<file path="src/rtl/clkdiv_pkg.sv">
// Package: shared widths and code helpers for the clock enable generator.
// Assumes ratio codes are log2 of the divide ratio, saturating at MAX_CODE.
package clkdiv_pkg;
    localparam int CODE_W   = 3;
    localparam int MAX_CODE = 4;
    localparam int CNT_W    = MAX_CODE;
    localparam int REG_W    = 2 * CODE_W;

    typedef logic [CODE_W-1:0] code_t;

    // Map reserved codes onto the slowest legal ratio.
    function automatic code_t norm_code(input code_t c);
        return (c > code_t'(MAX_CODE)) ? code_t'(MAX_CODE) : c;
    endfunction
endpackage

</file>
<file path="src/rtl/clkdiv_regs.sv">
// Module: programmed-ratio register and pending tracker.
// Holds the raw codes as written. It raises pending on a write and asserts
// apply for the cycle in which a pending change meets bus completion with
// no write in flight. A colliding write takes precedence and keeps pending.
module clkdiv_regs
    import clkdiv_pkg::*;
(
    input  logic             clk,
    input  logic             rst_n,
    input  logic             wr_en,
    input  logic [REG_W-1:0] wr_data,
    input  logic             bus_cycle_done,
    output code_t            prog_sys,
    output code_t            prog_per,
    output logic             pending,
    output logic             apply
);
    // Switch request: pending change, bus idle and no new write this cycle.
    always_comb apply = pending && bus_cycle_done && !wr_en;

    // Store written codes and track whether they still await the switch.
    always_ff @(posedge clk) begin
        if (!rst_n) begin
            prog_sys <= '0;
            prog_per <= '0;
            pending  <= 1'b0;
        end else begin
            if (wr_en) begin
                prog_sys <= wr_data[CODE_W-1:0];
                prog_per <= wr_data[REG_W-1:CODE_W];
                pending  <= 1'b1;
            end else if (apply) begin
                pending  <= 1'b0;
            end
        end
    end
endmodule

</file>
<file path="src/rtl/clkdiv_clamp.sv">
// Module: ratio normaliser and clamp (combinational).
// Folds reserved codes to MAX_CODE. It then makes the peripheral code no
// smaller than the core code, so the peripheral never runs faster.
module clkdiv_clamp
    import clkdiv_pkg::*;
(
    input  code_t raw_sys,
    input  code_t raw_per,
    output code_t lim_sys,
    output code_t lim_per
);
    code_t n_sys, n_per;

    // Normalise, then let the core ratio take priority.
    always_comb begin
        n_sys   = norm_code(raw_sys);
        n_per   = norm_code(raw_per);
        lim_sys = n_sys;
        lim_per = (n_per < n_sys) ? n_sys : n_per;
    end
endmodule

</file>
<file path="src/rtl/clkdiv_counter.sv">
// Module: power-of-two clock enable divider.
// The enable is high when the count is zero and the count wraps at
// 2**shift - 1. A restart forces the count to zero, so the next cycle
// starts a full period. Assumes shift <= CNT_W.
module clkdiv_counter #(
    parameter int CODE_W = 3,
    parameter int CNT_W  = 4
) (
    input  logic              clk,
    input  logic              rst_n,
    input  logic              restart,
    input  logic [CODE_W-1:0] shift,
    output logic              ce
);
    logic [CNT_W-1:0] cnt;
    logic [CNT_W-1:0] term;

    // Terminal count is the low 'shift' bits all set.
    always_comb term = ~({CNT_W{1'b1}} << shift);

    // Enable on count zero.
    always_comb ce = (cnt == '0);

    // Advance, wrap at terminal count, or realign on restart.
    always_ff @(posedge clk) begin
        if (!rst_n || restart) cnt <= '0;
        else if (cnt == term)  cnt <= '0;
        else                   cnt <= cnt + 1'b1;
    end
endmodule

</file>
<file path="src/rtl/clkdiv_ctrl.sv">
// Module: top of the dual ratio clock enable generator.
// Programmed ratios are deferred until bus completion. The clamped
// ratios are then latched into the active set, and both dividers
// restart on the same edge. Assumes bus_cycle_done is a one-cycle pulse
// synchronous to clk.
module clkdiv_ctrl
    import clkdiv_pkg::*;
(
    input  logic             clk,
    input  logic             rst_n,
    input  logic             wr_en,
    input  logic [REG_W-1:0] wr_data,
    input  logic             bus_cycle_done,
    output logic [REG_W-1:0] rd_data,
    output logic             sys_ce,
    output logic             per_ce,
    output code_t            eff_sys,
    output code_t            eff_per,
    output logic             pending
);
    localparam int N_DOM = 2;

    code_t prog_sys, prog_per, lim_sys, lim_per;
    logic  apply;
    code_t act_code [N_DOM];
    logic  ce_vec   [N_DOM];

    clkdiv_regs u_regs (
        .clk(clk), .rst_n(rst_n), .wr_en(wr_en), .wr_data(wr_data),
        .bus_cycle_done(bus_cycle_done), .prog_sys(prog_sys),
        .prog_per(prog_per), .pending(pending), .apply(apply)
    );

    clkdiv_clamp u_clamp (
        .raw_sys(prog_sys), .raw_per(prog_per),
        .lim_sys(lim_sys), .lim_per(lim_per)
    );

    // Latch the clamped ratios into the active set on a switch.
    always_ff @(posedge clk) begin
        if (!rst_n) begin
            act_code[0] <= '0;
            act_code[1] <= '0;
        end else if (apply) begin
            act_code[0] <= lim_sys;
            act_code[1] <= lim_per;
        end
    end

    // One divider per clock domain, all restarted together.
    for (genvar d = 0; d < N_DOM; d++) begin : g_div
        clkdiv_counter #(.CODE_W(CODE_W), .CNT_W(CNT_W)) u_div (
            .clk(clk), .rst_n(rst_n), .restart(apply),
            .shift(act_code[d]), .ce(ce_vec[d])
        );
    end

    // Drive the outputs: read-back, enables and status.
    always_comb begin
        rd_data = {prog_per, prog_sys};
        sys_ce  = ce_vec[0];
        per_ce  = ce_vec[1];
        eff_sys = act_code[0];
        eff_per = act_code[1];
    end
endmodule

</file>
<file path="config.mk">
export PLATFORM = sky130hd
export DESIGN_NAME = clkdiv_ctrl
export DESIGN_NICKNAME = d
export VERILOG_FILES = /design/src/rtl/clkdiv_pkg.sv /design/src/rtl/clkdiv_regs.sv /design/src/rtl/clkdiv_clamp.sv /design/src/rtl/clkdiv_counter.sv /design/src/rtl/clkdiv_ctrl.sv
export SDC_FILE = /design/constraint.sdc
export NUM_CORES = 1
export LEC_CHECK = 0
export ABC_AREA = 1
export BUFFER_PORTS_ARGS = -buffer_cell sky130_fd_sc_hd__buf_2
export CAP_MARGIN = 20
export CORE_MARGIN = 1
export CORE_UTILIZATION = 36
export DETAILED_ROUTE_END_ITERATION = 7
export GPL_TIMING_DRIVEN = 0
export SYNTH_ARGS = -nofsm -noshare
export SYNTH_HDL_FRONTEND = slang
export SYNTH_SLANG_ARGS = --single-unit
</file>
<file path="constraint.sdc">
create_clock -name clk -period 1.8 [get_ports clk]
set_clock_uncertainty 0.05 [all_clocks]
set_input_delay 0.27 -clock clk [delete_from_list [all_inputs] [get_ports clk]]
set_output_delay 0.27 -clock clk [all_outputs]
set_load 0.005 [all_outputs]
</file>
==> results of run 1 <==
## timing repair
item / in CTS / in global routing
resized for setup: 0 / 8
buffers inserted: 0 / 3
endpoints found under the setup margin: 0 / 2
## cell usage after synthesis (all sizes together)
cell type / number / area (um^2)
a21oi: 7 / 50.05
nand2: 31 / 128.9
edfxtp: 6 / 180.2
o21ai: 10 / 50.04
o21bai: 1 / 18.77
nand4: 1 / 12.51
nand3: 10 / 60.06
nor3b: 2 / 15.01
clkinv: 1 / 5.000
xnor2: 2 / 17.52
a21boi: 1 / 7.510
nor2: 23 / 93.84
inv: 25 / 96.34
ha: 6 / 75.07
dfxtp: 15 / 300.3
xor2: 4 / 35.03
buf: 1 / 5.000
## state kept, by name (all words and copies together), names as in the netlist
name	flops
g_div.u_div.cnt	8
u_regs.prog_per	3
act_code	6
u_regs.prog_sys	3
u_regs.pending	1
## logic make-up after synthesis
family | count (synthesis)
AO/OA/AOI/OAI | 19
buffers and inverters | 27
AND/OR/NAND/NOR | 67
adder cells (fa/ha/maj) | 6
XOR/XNOR | 6
flip-flops | 21
## cell type report
type / count / area, um^2
Clock buffer: 4 / 26.28
Inverter: 26 / 102.6
Fill cell: 333 / 1668
Timing Repair Buffer: 27 / 142.6
Sequential cell: 21 / 485.5
Multi-Input combinational cell: 98 / 568.0
Buffer: 1 / 5.005
Tap cell: 44 / 55.05
## metrics by stage
step / area [um^2] / power [uW] / std cells / util / setup slack, ps
floorplan: 1151 / 713.3 / 146 / - / 227.1
global placement: 1326 / 773.7 / 214 / 0.4344 / 143.4
detailed placement: 1326 / 783.7 / 214 / 0.4344 / 107.3
CTS: 1353 / 1008 / 218 / 0.4430 / 79.88
global route: 1385 / 1088 / 221 / 0.4537 / 3.399
finish: 1385 / 1007 / 221 / 0.4537 / 109.9
## power by group through the flow
stage	clock network (uW)	logic (uW)	registers [uW]
after floorplan	0	155	559
after global placement	0	211	562
after detailed placement	0	220	564
after CTS	234	221	553
after global routing	263	264	561
final	227	226	555
## layer usage
| layer | GRT usage | share of wire | vias up |
|---|---|---|---|
| met5 | 0 | 0 | - |
| met2 | 0.2365 | 0.45 | 26 |
| li1 | - | - | 520 |
| met1 | 0.1641 | 0.46 | 411 |
| met4 | 0.07143 | 0.023 | 0 |
| met3 | 0.02198 | 0.058 | 7 |
## final timing paths
kind	endpoint	slack [ps]	cells after the start
max	act_code[0][3]	110	11
min	u_regs.prog_per[0]	150	3
max reg2reg	act_code[0][3]	110	11
min reg2reg	u_regs.prog_sys[1]	440	2
## worst max-delay path, stage by stage (launching register included)
cell and delay [ps]:
dfxtp_2 340, inv_2 60, a21oi_2 50, nor2_1 140
inv_1 90, ha_1 280, nand2_1 50, o21bai_4 170
nand2_2 80, nand2_1 50, nand2_1 60, nor2_2 30
==> impl_metrics.json, run 1 <==
{
  "area_growth_pct": 20.33,
  "clk_pin_slew_ps": 120,
  "critPathKind": "reg -> reg",
  "initial_utilization": 0.3770,
  "cts_root_buf": "clkbuf_4",
  "p_sw_uw": 298.8,
  "tns_ps": 0,
  "clk_path_buf_depth": 2,
  "p_clk_frac": 0.225,
  "crit_path_start_kind": "flop",
  "pwr-share-seq": 0.550,
  "h-tree-depth": 1,
  "numCtsBuffers": 3,
  "synth_compound_area_frac": 0.1098,
  "routedWlPerCell_um": 9.081,
  "routed_wl_um": 2007,
  "cts_tree": "built",
  "dp_hpwl_um": 1634,
  "hp-class": "in -> reg",
  "finalNetCount": 194,
  "max_slew_margin": 0.7749,
  "antenna_found_initial": 0,
  "drt-vias-per-instance": 4.362,
  "ant_nets": 0,
  "p_leak_uw": 0.0006744,
  "p_int_uw": 708.6,
  "synth.area.mux_share": 0,
  "antenna_cells": 0,
  "grtUsageTotal": 0.1370,
  "combPwrFrac": 0.224,
  "vdd_drop_max_mv": 0.3409,
  "ys_ff_latch": 21,
  "overflow": 0,
  "synthCells": 146,
  "synthSimpleGateAreaFrac": 0.2696,
  "first_iter_violations": 29,
  "grt_max_degree": 12,
  "syn-num-nets": 162,
  "crit_path_end_kind": "flop",
  "ys_types": 25,
  "fin_crit_ps": 1690,
  "layout_commonest_cell": "nand2_1",
  "cp-startpoint": "u_regs.prog_sys[1]",
  "port_buffers": 24,
  "synth_top_family_by_area": "simple AND/OR/NAND/NOR gates",
  "syn_area_mm2": 0.001151,
  "vias": 964,
  "crit_fanout": 3,
  "yosysSeqAreaShare": 0.4174,
  "critPathArrivalTime_ps": 1720,
  "fin_crit_sh": 0.9389,
  "firstDrtPassIters": 4,
  "fp-row-count": 20,
  "drive_gt1_frac": 0.3390,
  "cellPowerDensity_mw_per_mm2": 727.4,
  "ys.warnings.count": 0,
  "finalHoldViolCount": 0,
  "grt_pass1_wl_um": 3629,
  "final_max_slew_viol_count": 0,
  "grt_setup_unrepaired": "false",
  "power.share.switching": 0.2966,
  "core_mm2": 0.003053,
  "synth_xor_area_frac": 0.04565,
  "die_area_mm2": 0.003428,
  "final_cell_mix": "nand2_1, buf_2, nor2_1",
  "die_x_um": 58.55,
  "hold_path_startpoint": "wr_data[3]",
  "ioPinCount": 25,
  "drv_cap": 0,
  "clk_latency_ps": 310,
  "cts_sinks": 21,
  "fp.dieH_um": 58.55,
  "hold_buffers": 0,
  "hold-worst-slack_ps": 151.1,
  "synthAdderAreaFrac": 0.06522,
  "route.detailed.drc": 0,
  "setup_viol": 0,
  "outcome": "completed",
  "tightest_slew_ps": 336.8,
  "grt_pass1_vias": 900,
  "worstPathRequired_ps": 1830,
  "avgSynthCellArea_um2": 7.884,
  "rr_startpoint": "u_regs.prog_sys[1]",
  "max_freq_mhz": 591.7,
  "gp_congestion": 0.7696
}
Note: power is estimated with default switching activity, not from simulation.
==> run 2, diff against run 1 <==
Settings changed: ABC_AREA 1 to not set, CTS_CLUSTER_SIZE set to 20.
==> run 2 against run 1 <==
Against the previous run: the flow now finishes with violations (design-rule violations); synthesized area fell by 3.4%; via count fell by 9.8%; fmax rose by 3.2%; clock-buffer cell count did not move; non-clock buffer count fell by 4; largest cell class unchanged; highest routed layer unchanged.
==> impl_metrics.json, run 2 <==
{
  "synth_top_family_by_area": "simple AND/OR/NAND/NOR gates",
  "crit_path_end_kind": "flop",
  "hp-class": "in -> reg",
  "yosys-top-cells-area": "dfxtp_1, edfxtp_1, ha_1, nor2b_1, mux2i_1",
  "max_slew_margin": 0.5510,
  "ys_ff_latch": 21,
  "antenna_found_initial": 0,
  "vdd_drop_max_mv": 0.3855,
  "die_x_um": 57.59,
  "cellPowerDensity_mw_per_mm2": 739.7,
  "setup_viol": 0,
  "dp_hpwl_um": 1610,
  "clk_path_buf_depth": 2,
  "critPathKind": "reg -> reg",
  "grt_pass1_vias": 858,
  "drv_cap": 0,
  "fp-row-count": 19,
  "ant_nets": 0,
  "synth_edf_count": 6,
  "setup_ws_ps": 162.5,
  "syn_area_mm2": 0.001112,
  "clk_latency_ps": 290,
  "hold_path_startpoint": "wr_data[4]",
  "layout_commonest_cell": "buf_2",
  "final_cell_mix": "buf_2, dfxtp_1, nor2b_1",
  "ys.warnings.count": 0,
  "crit_fanout": 5,
  "grt_pass1_wl_um": 3636,
  "yosys.area.top_type": "dfxtp_1",
  "worstPathRequired_ps": 1810,
  "cts_sinks": 21,
  "synth_compound_area_frac": 0.1170,
  "numCtsBuffers": 3,
  "crit_path_start_kind": "flop",
  "yosysSeqAreaShare": 0.4319,
  "vias": 870,
  "synth_xor_area_frac": 0.04724,
  "synth.most_common_cell": "dfxtp_1",
  "h-tree-depth": 1,
  "routedWlPerCell_um": 12.60,
  "routed_wl_um": 2154,
  "syn-num-nets": 130,
  "fillers": 285,
  "route.detailed.drc": 2,
  "clk_pin_slew_ps": 120,
  "cts_tree": "built",
  "critPathArrivalTime_ps": 1650,
  "tns_ps": 0,
  "tightest_slew_ps": 673.4,
  "post-place-ws_ps": 160.8,
  "outcome": "complete, but fails checks",
  "grtUsageTotal": 0.1422,
  "synth.area.mux_share": 0.05399,
  "drive_gt1_frac": 0.2500,
  "overflow": 0,
  "rr_startpoint": "u_regs.prog_sys[2]",
  "p_leak_uw": 0.0005318,
  "hold_buffers": 0,
  "initial_utilization": 0.3899,
  "synthCells": 114,
  "fp.dieH_um": 57.59,
  "reg_top3": "g_div.u_div.cnt (8), act_code (6)",
  "fin_crit_ps": 1638,
  "die_area_mm2": 0.003316,
  "ys_types": 33,
  "violations": "design-rule violations",
  "async_flop_share": 0,
  "synthAdderAreaFrac": 0.06749,
  "core_mm2": 0.002853,
  "max_freq_mhz": 610.7,
  "area_growth_pct": 15.86,
  "first_iter_violations": 24,
  "final_max_slew_viol_count": 0,
  "synthSimpleGateAreaFrac": 0.2542,
  "ioPinCount": 25,
  "cts_root_buf": "clkbuf_4",
  "grt_max_degree": 15,
  "grt_setup_unrepaired": "false",
  "top_register": "g_div.u_div.cnt",
  "netlist.area_leader.share": 0.2700,
  "finalNetCount": 157,
  "cp-startpoint": "u_regs.prog_sys[2]",
  "post-cts-setup-buffers": 0,
  "finalHoldViolCount": 0,
  "fin_crit_sh": 0.9097,
  "largest_reg_flops": 8,
  "avgSynthCellArea_um2": 9.757,
  "firstDrtPassIters": 6,
  "ys.flop_type": "dfxtp_1",
  "yosys-top-cells-count": "dfxtp_1, nor2b_1, nand2_1",
  "antenna_cells": 0,
  "drt-vias-per-instance": 5.088,
  "gp_congestion": 0.7759,
  "port_buffers": 22
}
run 2: worst paths after layout:
kind / endpoint / slack (ps) / cells after the start
worst min register to register: u_regs.prog_per[1] / 500 / 2
worst max register to register: act_code[0][3] / 160 / 7
worst max-delay path: act_code[0][3] / 160 / 7
worst min-delay path: u_regs.prog_per[1] / 170 / 3
run 2: critical path, stage by stage, from the launching register on:
cell and delay [ps]:
dfxtp_2 370, inv_2 70, nand2_1 90, ha_1 320
o21ai_0 210, a21oi_1 110, a21oi_1 120, nor2_1 60
run 2: routing by layer:
| layer | up-vias | part of all wire | routed length [um] | GRT usage |
|---|---|---|---|---|
| met3 | 2 | 0.055 | 119 | 0.03628 |
| met2 | 25 | 0.47 | 1004 | 0.2425 |
| met4 | 0 | 0.0074 | 16 | 0.06969 |
| met1 | 389 | 0.47 | 1014 | 0.1650 |
| met5 | - | 0 | 0 | 0 |
| li1 | 454 | - | - | - |
run 2: area by class of cell:
| cell class | instances | area, um^2 | share of cell area |
|---|---|---|---|
| Inverter | 6 | 22.52 | 0.01748 |
| Buffer | 2 | 8.758 | 0.006796 |
| Tap cell | 31 | 38.79 | 0.03010 |
| Sequential cell | 21 | 481.7 | 0.3738 |
| Timing Repair Buffer | 22 | 110.1 | 0.08544 |
| Multi-Input combinational cell | 85 | 600.6 | 0.4660 |
| Clock buffer | 4 | 26.28 | 0.02039 |
run 2: cell families after synthesis:
family	count (synthesis)
compound gates	17
xor+xnor	6
fa+ha+maj	6
buf+inv	8
flops	21
mux	6
simple gates	50
run 2: through the flow:
step	instance area (um^2)	utilization	hold slack (ps)	total power (uW)	instances
finish	1289	0.4518	170.4	953.3	171
detailed placement	1261	0.4421	485.6	738.8	167
CTS	1287	0.4513	160.7	966.6	171
global route	1289	0.4518	193.7	1004	171
global placement	1261	0.4421	470.1	728.3	167
floorplan	1112	-	389.5	678.1	114
run 2: timing repair:
item	in CTS	in global routing
endpoints found under the hold margin	0	0
setup endpoints to repair	0	1
gates resized for setup	0	1
run 2: power by group:
| group | internal (uW) | switching [uW] | total (uW) |
|---|---|---|---|
| clock network | 86.2 | 138 | 224 |
| registers | 515 | 35.4 | 551 |
| logic | 88.0 | 90.2 | 178 |
